--- src/rtl/cardec_pkg.sv ---
package cardec_pkg;

  // Card window layout (offsets inside the 8 KiB card window).
  localparam int OFF_W      = 13;
  localparam int RAM_LO_W   = 10;   // 1 KiB RAM page
  localparam int CTL_SPAN_W = 3;    // 8-byte controller slice
  localparam int CLK_SPAN_W = 5;    // 32-byte clock slice

  localparam logic [OFF_W-1:0] RAM_BASE    = 13'h1C00;
  localparam logic [OFF_W-1:0] CLK_BASE    = 13'h1FE0;
  localparam logic [OFF_W-1:0] CTL_RD_BASE = 13'h1FF0;
  localparam logic [OFF_W-1:0] CTL_WR_BASE = 13'h1FF8;

  typedef struct packed {
    logic rom;
    logic ram;
    logic ctl;
    logic clk;
  } sel_t;

  // True when off lies in the aligned block of 2**span_w bytes at base.
  function automatic logic in_block(input logic [OFF_W-1:0] off,
                                    input logic [OFF_W-1:0] base,
                                    input int unsigned      span_w);
    return (off >> span_w) == (base >> span_w);
  endfunction

  function automatic logic ctl_slice(input logic [OFF_W-1:0] off,
                                     input logic             is_read);
    return in_block(off, is_read ? CTL_RD_BASE : CTL_WR_BASE, CTL_SPAN_W);
  endfunction

  function automatic logic clk_slice(input logic [OFF_W-1:0] off);
    return in_block(off, CLK_BASE, CLK_SPAN_W);
  endfunction

  function automatic logic ram_region(input logic [OFF_W-1:0] off);
    return in_block(off, RAM_BASE, RAM_LO_W);
  endfunction

  // Odd byte of the data register: low three bits all set.
  function automatic logic data_lo_byte(input logic [OFF_W-1:0] off);
    return &off[2:0];
  endfunction

endpackage

--- src/rtl/card_window_match.sv ---
module card_window_match #(
  parameter int                      ADDR_W = 21,
  parameter int                      NCFG   = 2,
  parameter logic [NCFG*ADDR_W-1:0]  MASKS  = '0,
  parameter logic [NCFG*ADDR_W-1:0]  VALS   = '0,
  localparam int                     CFG_W  = (NCFG > 1) ? $clog2(NCFG) : 1
) (
  input  logic [ADDR_W-1:0] addr,
  input  logic [CFG_W-1:0]  cfg_sel,
  output logic              hit
);

  logic [NCFG-1:0] match;

  for (genvar g = 0; g < NCFG; g++) begin : g_cfg
    localparam logic [ADDR_W-1:0] M = MASKS[g*ADDR_W +: ADDR_W];
    localparam logic [ADDR_W-1:0] V = VALS[g*ADDR_W +: ADDR_W];
    assign match[g] = ((addr & M) == V);
  end

  assign hit = match[cfg_sel];

endmodule

--- src/rtl/card_region_decode.sv ---
module card_region_decode
  import cardec_pkg::*;
(
  input  logic             win_hit,
  input  logic             enable,
  input  logic             is_read,
  input  logic             overlay,
  input  logic [OFF_W-1:0] off,
  output sel_t             sel,
  output logic             dlo_stb
);

  logic live, ctl_win, clk_win, even, ram_reg, ctl_s, clk_s;

  always_comb begin
    live    = win_hit & enable;
    even    = ~off[0];
    ctl_win = ~overlay & ctl_slice(off, is_read);
    clk_win =  overlay & clk_slice(off);
    ram_reg = ram_region(off);

    ctl_s   = live & ctl_win & even;
    clk_s   = live & clk_win & even;

    sel.ctl = ctl_s;
    sel.clk = clk_s;
    sel.ram = live & ram_reg & ~ctl_s & ~clk_s;
    sel.rom = live & is_read & ~ram_reg;
    dlo_stb = live & ctl_win & data_lo_byte(off);
  end

endmodule

--- src/rtl/card_local_addr.sv ---
module card_local_addr
  import cardec_pkg::*;
#(
  parameter  int ROM_PG_W = 2,
  parameter  int RAM_PG_W = 1,
  localparam int ROM_AW   = ROM_PG_W + OFF_W,
  localparam int RAM_AW   = RAM_PG_W + RAM_LO_W
) (
  input  logic [OFF_W-1:0]    off,
  input  logic [ROM_PG_W-1:0] rom_pg,
  input  logic [RAM_PG_W-1:0] ram_pg,
  output logic [ROM_AW-1:0]   rom_a,
  output logic [RAM_AW-1:0]   ram_a,
  output logic [1:0]          ctl_idx,
  output logic [3:0]          clk_idx
);

  assign rom_a   = {rom_pg, off};
  assign ram_a   = {ram_pg, off[RAM_LO_W-1:0]};
  assign ctl_idx = off[CTL_SPAN_W-1:1];
  assign clk_idx = off[CLK_SPAN_W-1:1];

endmodule

--- src/rtl/card_addr_decoder.sv ---
module card_addr_decoder
  import cardec_pkg::*;
#(
  parameter  int                ADDR_W    = 21,
  parameter  int                ROM_PAGES = 4,
  parameter  int                RAM_PAGES = 2,
  parameter  logic [ADDR_W-1:0] STD_MASK  = 21'h07E000,
  parameter  logic [ADDR_W-1:0] STD_MATCH = 21'h074000,
  parameter  logic [ADDR_W-1:0] ALT_MASK  = 21'h1FE000,
  parameter  logic [ADDR_W-1:0] ALT_MATCH = 21'h174000,
  localparam int                ROM_PG_W  = $clog2(ROM_PAGES),
  localparam int                RAM_PG_W  = $clog2(RAM_PAGES),
  localparam int                ROM_AW    = ROM_PG_W + OFF_W,
  localparam int                RAM_AW    = RAM_PG_W + RAM_LO_W
) (
  input  logic [ADDR_W-1:0]   host_addr,
  input  logic                rd_nwr,
  input  logic                card_en,
  input  logic                clk_overlay,
  input  logic                alt_window,
  input  logic [ROM_PG_W-1:0] rom_bank,
  input  logic [RAM_PG_W-1:0] ram_bank,
  output logic                rom_cs,
  output logic                ram_cs,
  output logic                fdc_cs,
  output logic                rtc_cs,
  output logic                data_lo_stb,
  output logic [ROM_AW-1:0]   rom_addr,
  output logic [RAM_AW-1:0]   ram_addr,
  output logic [1:0]          fdc_reg,
  output logic [3:0]          rtc_reg
);

  logic             win_hit;
  logic [OFF_W-1:0] off;
  sel_t             sel;

  assign off = host_addr[OFF_W-1:0];

  card_window_match #(
    .ADDR_W (ADDR_W),
    .NCFG   (2),
    .MASKS  ({ALT_MASK, STD_MASK}),
    .VALS   ({ALT_MATCH, STD_MATCH})
  ) u_win (
    .addr    (host_addr),
    .cfg_sel (alt_window),
    .hit     (win_hit)
  );

  card_region_decode u_reg (
    .win_hit (win_hit),
    .enable  (card_en),
    .is_read (rd_nwr),
    .overlay (clk_overlay),
    .off     (off),
    .sel     (sel),
    .dlo_stb (data_lo_stb)
  );

  card_local_addr #(
    .ROM_PG_W (ROM_PG_W),
    .RAM_PG_W (RAM_PG_W)
  ) u_la (
    .off     (off),
    .rom_pg  (rom_bank),
    .ram_pg  (ram_bank),
    .rom_a   (rom_addr),
    .ram_a   (ram_addr),
    .ctl_idx (fdc_reg),
    .clk_idx (rtc_reg)
  );

  assign rom_cs = sel.rom;
  assign ram_cs = sel.ram;
  assign fdc_cs = sel.ctl;
  assign rtc_cs = sel.clk;

endmodule

--- config.mk ---
export PLATFORM = sky130hd
export DESIGN_NAME = card_addr_decoder
export DESIGN_NICKNAME = d
export VERILOG_FILES = /design/src/rtl/cardec_pkg.sv /design/src/rtl/card_window_match.sv /design/src/rtl/card_region_decode.sv /design/src/rtl/card_local_addr.sv /design/src/rtl/card_addr_decoder.sv
export SDC_FILE = /design/constraint.sdc
export NUM_CORES = 1
export LEC_CHECK = 0
export BUFFER_PORTS_ARGS = -buffer_cell sky130_fd_sc_hd__buf_4
export CAP_MARGIN = 20
export CORE_AREA = 2 2 39 41
export DETAILED_ROUTE_END_ITERATION = 10
export DIE_AREA = 0 0 41 43
export GPL_ROUTABILITY_DRIVEN = 0
export PLACE_DENSITY = 0.86
export REMOVE_ABC_BUFFERS = 1
export SYNTH_ARGS = -nofsm -noshare
export SYNTH_HDL_FRONTEND = slang
export SYNTH_SLANG_ARGS = --single-unit
--- constraint.sdc ---
create_clock -name vclk -period 4.85
set_clock_uncertainty 0.1 [all_clocks]
set_input_delay 1.2125 -clock vclk [all_inputs]
set_output_delay 1.2125 -clock vclk [all_outputs]
set_load 0.005 [all_outputs]
==> results of run 1 <==
## cells by family (layout without fill, tap and decap cells)
group	after synthesis	in the layout	synth area share, %
xor+xnor	1	1	2.18
simple gates	16	16	30.2
compound gates	4	4	7.79
buf+inv	32	59	59.8
## report_power, final
part           total [uW]  switching [uW]  leakage (uW)  internal [uW]
clock network           0               0             0              0
registers               0               0             0              0
logic                45.1            15.5      0.000327           29.6
total                45.1            15.5      0.000327           29.6
## worst max path at each step
stage	from	slack [ps]	to
after floorplan	host_addr[13]	1320	data_lo_stb
after global placement	host_addr[13]	1070	data_lo_stb
after detailed placement	host_addr[13]	1020	data_lo_stb
after CTS	host_addr[13]	1020	data_lo_stb
after global routing	host_addr[13]	970	data_lo_stb
final	host_addr[13]	1030	data_lo_stb
## worst max-delay path, stage by stage
cell     delay, ps
buf_4          100
and4b_1        260
or4b_4         480
nor4_2         290
buf_4          160
## Yosys cell counts
master,n,area share [%]
nor2b_1,1,1.6
and4b_1,1,2.5
nand4b_1,1,2.2
xor2_1,1,2.2
and4_1,2,4.4
nand3_1,3,3.7
o311a_1,1,2.5
nor2_1,1,0.93
or4b_4,1,3.4
nor4_2,2,6.2
buf_4,32,60
nand2_1,2,1.9
nand3b_1,1,1.9
a211oi_1,1,1.9
a21oi_1,1,1.2
nand2b_1,1,1.6
a211o_1,1,2.2
## layer usage
layer	wire length, microns	up-vias	GRT usage (%)
li1	-	208	-
met1	283	193	9.81
met2	563	32	22.5
met3	157	0	0
met4	0	0	0
met5	0	-	0
## final cells by class
cell class                      count  area, sq um
Timing Repair Buffer               59          443
Fill cell                         151          759
Multi-Input combinational cell     21          161
Tap cell                           16         20.0
## per-stage QoR
stage / util (%) / setup slack (ps) / cells
after global routing: 45.1 / 967 / 96
after global placement: 45.1 / 1070 / 96
after detailed placement: 45.1 / 1020 / 96
after CTS: 45.1 / 1020 / 96
final: 45.1 / 1030 / 96
after floorplan: - / 1320 / 21
==> results.ini, run 1 <==
[outcome]
outcome=finished clean

[cells_and_area]
layout.cell_area.non_filler_sq_um=624
nets=110
clock_buffers=0
regArea_sq_um=0
p_r_area_growth_vs_syn_pct=55.5
mostFrequentLayoutCells=59 x buf_4, 3 x nand3_1, 2 x nand2_1, 2 x nor4_2, 2 x and4_1
most_frequent_standard_cell_in_the_layout_excluding_fill_and_tap_cells=buf_4
final_layout_size_suffix_gt1_share_pct=77.5
num_antenna_cells=0
seq_cells=0

[logic_synthesis]
yosys_warnings=0
synth-seq-area-share_pct=0
syn_avg_cell_area_sq_um=7.58
post_synth_inst_count=53
synthDistinctLibCells=17
synthesis.area_sq_um=402

[sta]
max_clock_freq_mhz=262
total_negative_setup_slack_ps=0
worst_hold_slack_after_final_layout_ps=2330
pin_slew_with_the_least_headroom_to_its_limit_ps=322
final.min_clock_period_ps=3820
hold_violations=0
drv_slew=0
finalSetupViolations=0
timing.slew.headroom_pct=78.4
layout_worst_path_cycle_share_pct=78.8
unrepaired_setup_endpoints_after_global_routing=no

[power_and_ir_drop]
max_rail_drop_vdd_mv=0.0250
cellPowerDensity_nw_per_um2=72.3
total_power_uw=45.1
total_leakage_power_uw=0.000327

[routing]
vias=433
initialDrtViolationCount=1
detail-route-antenna-nets=0
post_drt_via_cell_ratio=4.51
first_pass_iters=3
wl_per_cell_microns=10.5
wirelength_mm=1.00
route.detailed.drc=0

[floorplanning]
chipWidth_microns=41
floorplan.io_pins=65
die-area_sq_um=1760
chipHeight_microns=43
placeableCoreArea_sq_um=1380
initial_core_util_pct=29.0
std_cell_rows=14

[worst_setup_path]
critical_path_sink_type=output pin
cp_data_required_time_ps=3540
crit_path_start_kind=input pin
setup.worst_path.class=input pin to output pin
crit_path_dat_ps=2510
critical_path.max_fanout=3

[clock_tree]
holdBufCountCts=0
ctsResizeCount=0
number_of_setup_buffers_added_after_cts=0

[grt]
antenna_violations_before_repair=0
first_pass_grt_wire_length_mm=1.37
grt_pass1_vias=361
globalRouteOverflowTotal=0
overall_routing_resource_usage_pct=10.3
grt_max_degree=6

[min_path]
hp-class=input pin to output pin
whs_endpoint=ram_addr[10]
min-delay-start=ram_bank
timing.hold.worst_path_depth=0

[placed_design]
io_buffer_count=59
placedInstanceArea_sq_um=624

[job]
cap_viol_max_count=0

(Power assumes the default switching activity.)
==> inputs of run 2 (changes only) <==
Settings changed: CORE_AREA 2 2 39 41 to unset, CORE_MARGIN set to 2, CORE_UTILIZATION set to 30, DIE_AREA 0 0 41 43 to unset, PLACE_DENSITY 0.86 to 0.85.
Clock period 4.85 ns to 3.6 ns, I/O delays scaled along.
==> run 2 against run 1 <==
Net effect:
- wire length grew 4.8%
- die area shrank 6.5%
- non-clock buffer count is the same
- worst hold slack lost 620 ps
- power grew 36%
- via count shrank 0.23%
- global-route usage grew 1.5 points
- sequential share of layout area is the same
- design area shrank 0.20%
- flip-flop and latch count is the same
- first-iteration DRC count grew to 3.0 times the previous value
- largest power group unchanged
==> results.ini, run 2 (synthesis gave the netlist of run 1 again) <==
[grt]
antenna_violations_before_repair=0  ; unchanged
grt_max_degree=6  ; unchanged
globalRouteOverflowTotal=0  ; unchanged
grt.met2_usage_pct=27.8  ; was 22.5%
gr-usage-met1_pct=10.9  ; was 9.81%
grt_util_met3_pct=0.556  ; was 0%
first_pass_grt_wire_length_mm=1.37  ; unchanged
overall_routing_resource_usage_pct=11.8  ; was 10.3%
grt_pass1_vias=355  ; was 361
top_usage_layer=met2  ; unchanged

[power_and_ir_drop]
total_leakage_power_uw=0.000327  ; unchanged
combinational_power_share_pct=100.0  ; about the same
clock_power_share_pct=0  ; about the same
power.switching_fraction_pct=34.7  ; was 34.4%
net-switching-power_uw=21.3  ; was 15.5 uW
total_power_uw=61.2  ; was 45.1 uW
seqPwrFrac_pct=0  ; about the same
max_rail_drop_vdd_mv=0.0385  ; was 0.0250 mV
internal_power_component_uw=39.9  ; was 29.6 uW
cellPowerDensity_nw_per_um2=98.2  ; was 72.3 nW/um^2

[sta]
unrepaired_setup_endpoints_after_global_routing=no  ; unchanged
finalSetupViolations=0  ; unchanged
hold_violations=0  ; unchanged
timing.slew.headroom_pct=76.0  ; was 78.4%
total_negative_setup_slack_ps=0  ; unchanged
layout_worst_path_cycle_share_pct=87.6
max_clock_freq_mhz=317
worst_hold_slack_after_final_layout_ps=1700  ; was 2330 ps
final.min_clock_period_ps=3160
drv_slew=0  ; unchanged
pin_slew_with_the_least_headroom_to_its_limit_ps=358  ; was 322 ps

[floorplanning]
floorplan.io_pins=65  ; unchanged
initial_core_util_pct=31.7  ; was 29.0%
chipWidth_microns=40.6  ; was 41 microns
std_cell_rows=13  ; was 14
die-area_sq_um=1650  ; was 1760 sq um
placeableCoreArea_sq_um=1270  ; was 1380 sq um
chipHeight_microns=40.6  ; was 43 microns

[cells_and_area]
multi_input_comb_area_sq_um=161  ; unchanged
most_frequent_standard_cell_in_the_layout_excluding_fill_and_tap_cells=buf_4  ; unchanged
num_antenna_cells=0  ; unchanged
final_cells=95  ; was 96
mostFrequentLayoutCells=59 x buf_4, 3 x nand3_1, 2 x nand2_1, 2 x nor4_2, 2 x and4_1  ; unchanged
seq_cells=0  ; unchanged
final_layout_size_suffix_gt1_share_pct=77.5  ; unchanged
nets=110  ; unchanged
fill_cells=132  ; was 151
clock_buffers=0  ; unchanged
utilization_pct=49.1  ; was 45.1%
regArea_sq_um=0  ; unchanged
p_r_area_growth_vs_syn_pct=55.1  ; was 55.5%

[routing]
detail-route-antenna-nets=0  ; unchanged
vias=432  ; was 433
first_pass_iters=3  ; unchanged
initialDrtViolationCount=3  ; was 1
wl_per_cell_microns=11.1  ; was 10.5 microns
wirelength_mm=1.05  ; was 1.00 mm
post_drt_via_cell_ratio=4.55  ; was 4.51
route.detailed.drc=0  ; unchanged

[min_path]
hp-class=input pin to output pin  ; unchanged
min-delay-start=ram_bank  ; unchanged
timing.hold.worst_path_depth=0  ; unchanged
whs_endpoint=ram_addr[10]  ; unchanged

[worst_setup_path]
timing.critical_path.max_delay_family=simple AND/OR/NAND/NOR gates  ; unchanged
timing.critical_path.slowest_stage_cell=or4b_4  ; unchanged
setup.worst_path.class=input pin to output pin  ; unchanged
crit_path_start_kind=input pin  ; unchanged
critical_path.max_stage_delay_ps=480  ; about the same
cp_common_cell=buf_4  ; unchanged
critical_path.max_fanout=3  ; unchanged
worstPathCellList=buf_4, and4b_1, or4b_4, nor4_2, buf_4  ; unchanged
crit_path_dat_ps=2160  ; was 2510 ps
critical_path_sink_type=output pin  ; unchanged
worstPathBufferInverterCount=2  ; unchanged
cp_data_required_time_ps=2600  ; was 3540 ps

[clock_tree]
number_of_setup_buffers_added_after_cts=0  ; unchanged
ctsResizeCount=0  ; unchanged
holdBufCountCts=0  ; unchanged

[placed_design]
io_buffer_count=59  ; unchanged
place.detailed.instances=95  ; was 96
dp_hpwl_microns=964

[outcome]
outcome=finished clean  ; unchanged

[job]
cap_viol_max_count=0  ; unchanged

run 2: worst max path at each step:
stage,startpoint,end,depth (start not counted)
6_report,host_addr[13],data_lo_stb,5
5_1_grt,host_addr[13],data_lo_stb,5
4_1_cts,host_addr[13],data_lo_stb,5
3_5_place_dp,host_addr[13],data_lo_stb,5
3_3_place_gp,host_addr[13],data_lo_stb,5
2_1_floorplan,host_addr[13],data_lo_stb,3
run 2: layer usage:
layer	wire length [microns]	part of all wire, %	up-vias
met4	0	0	0
li1	-	-	208
met2	623	59	28
met5	0	0	-
met3	123	12	0
met1	305	29	196
run 2: metrics by stage:
stage	setup slack, ps	cell area (sq um)
6_report	445	623
2_1_floorplan	694	161
5_1_grt	365	623
3_5_place_dp	429	623
3_3_place_gp	442	623
4_1_cts	429	623
run 2: cell type report:
class / count / area share [%]
timing repair buffer: 59 / 71.1
tap: 15 / 3.01
multi-input combinational: 21 / 25.9
run 2: power groups by stage:
stage	combinational, uW	sequential (uW)	clock, uW
2_1_floorplan	6.40	0	0
3_3_place_gp	60.5	0	0
3_5_place_dp	61.8	0	0
4_1_cts	62.1	0	0
5_1_grt	67.0	0	0
6_report	61.2	0	0
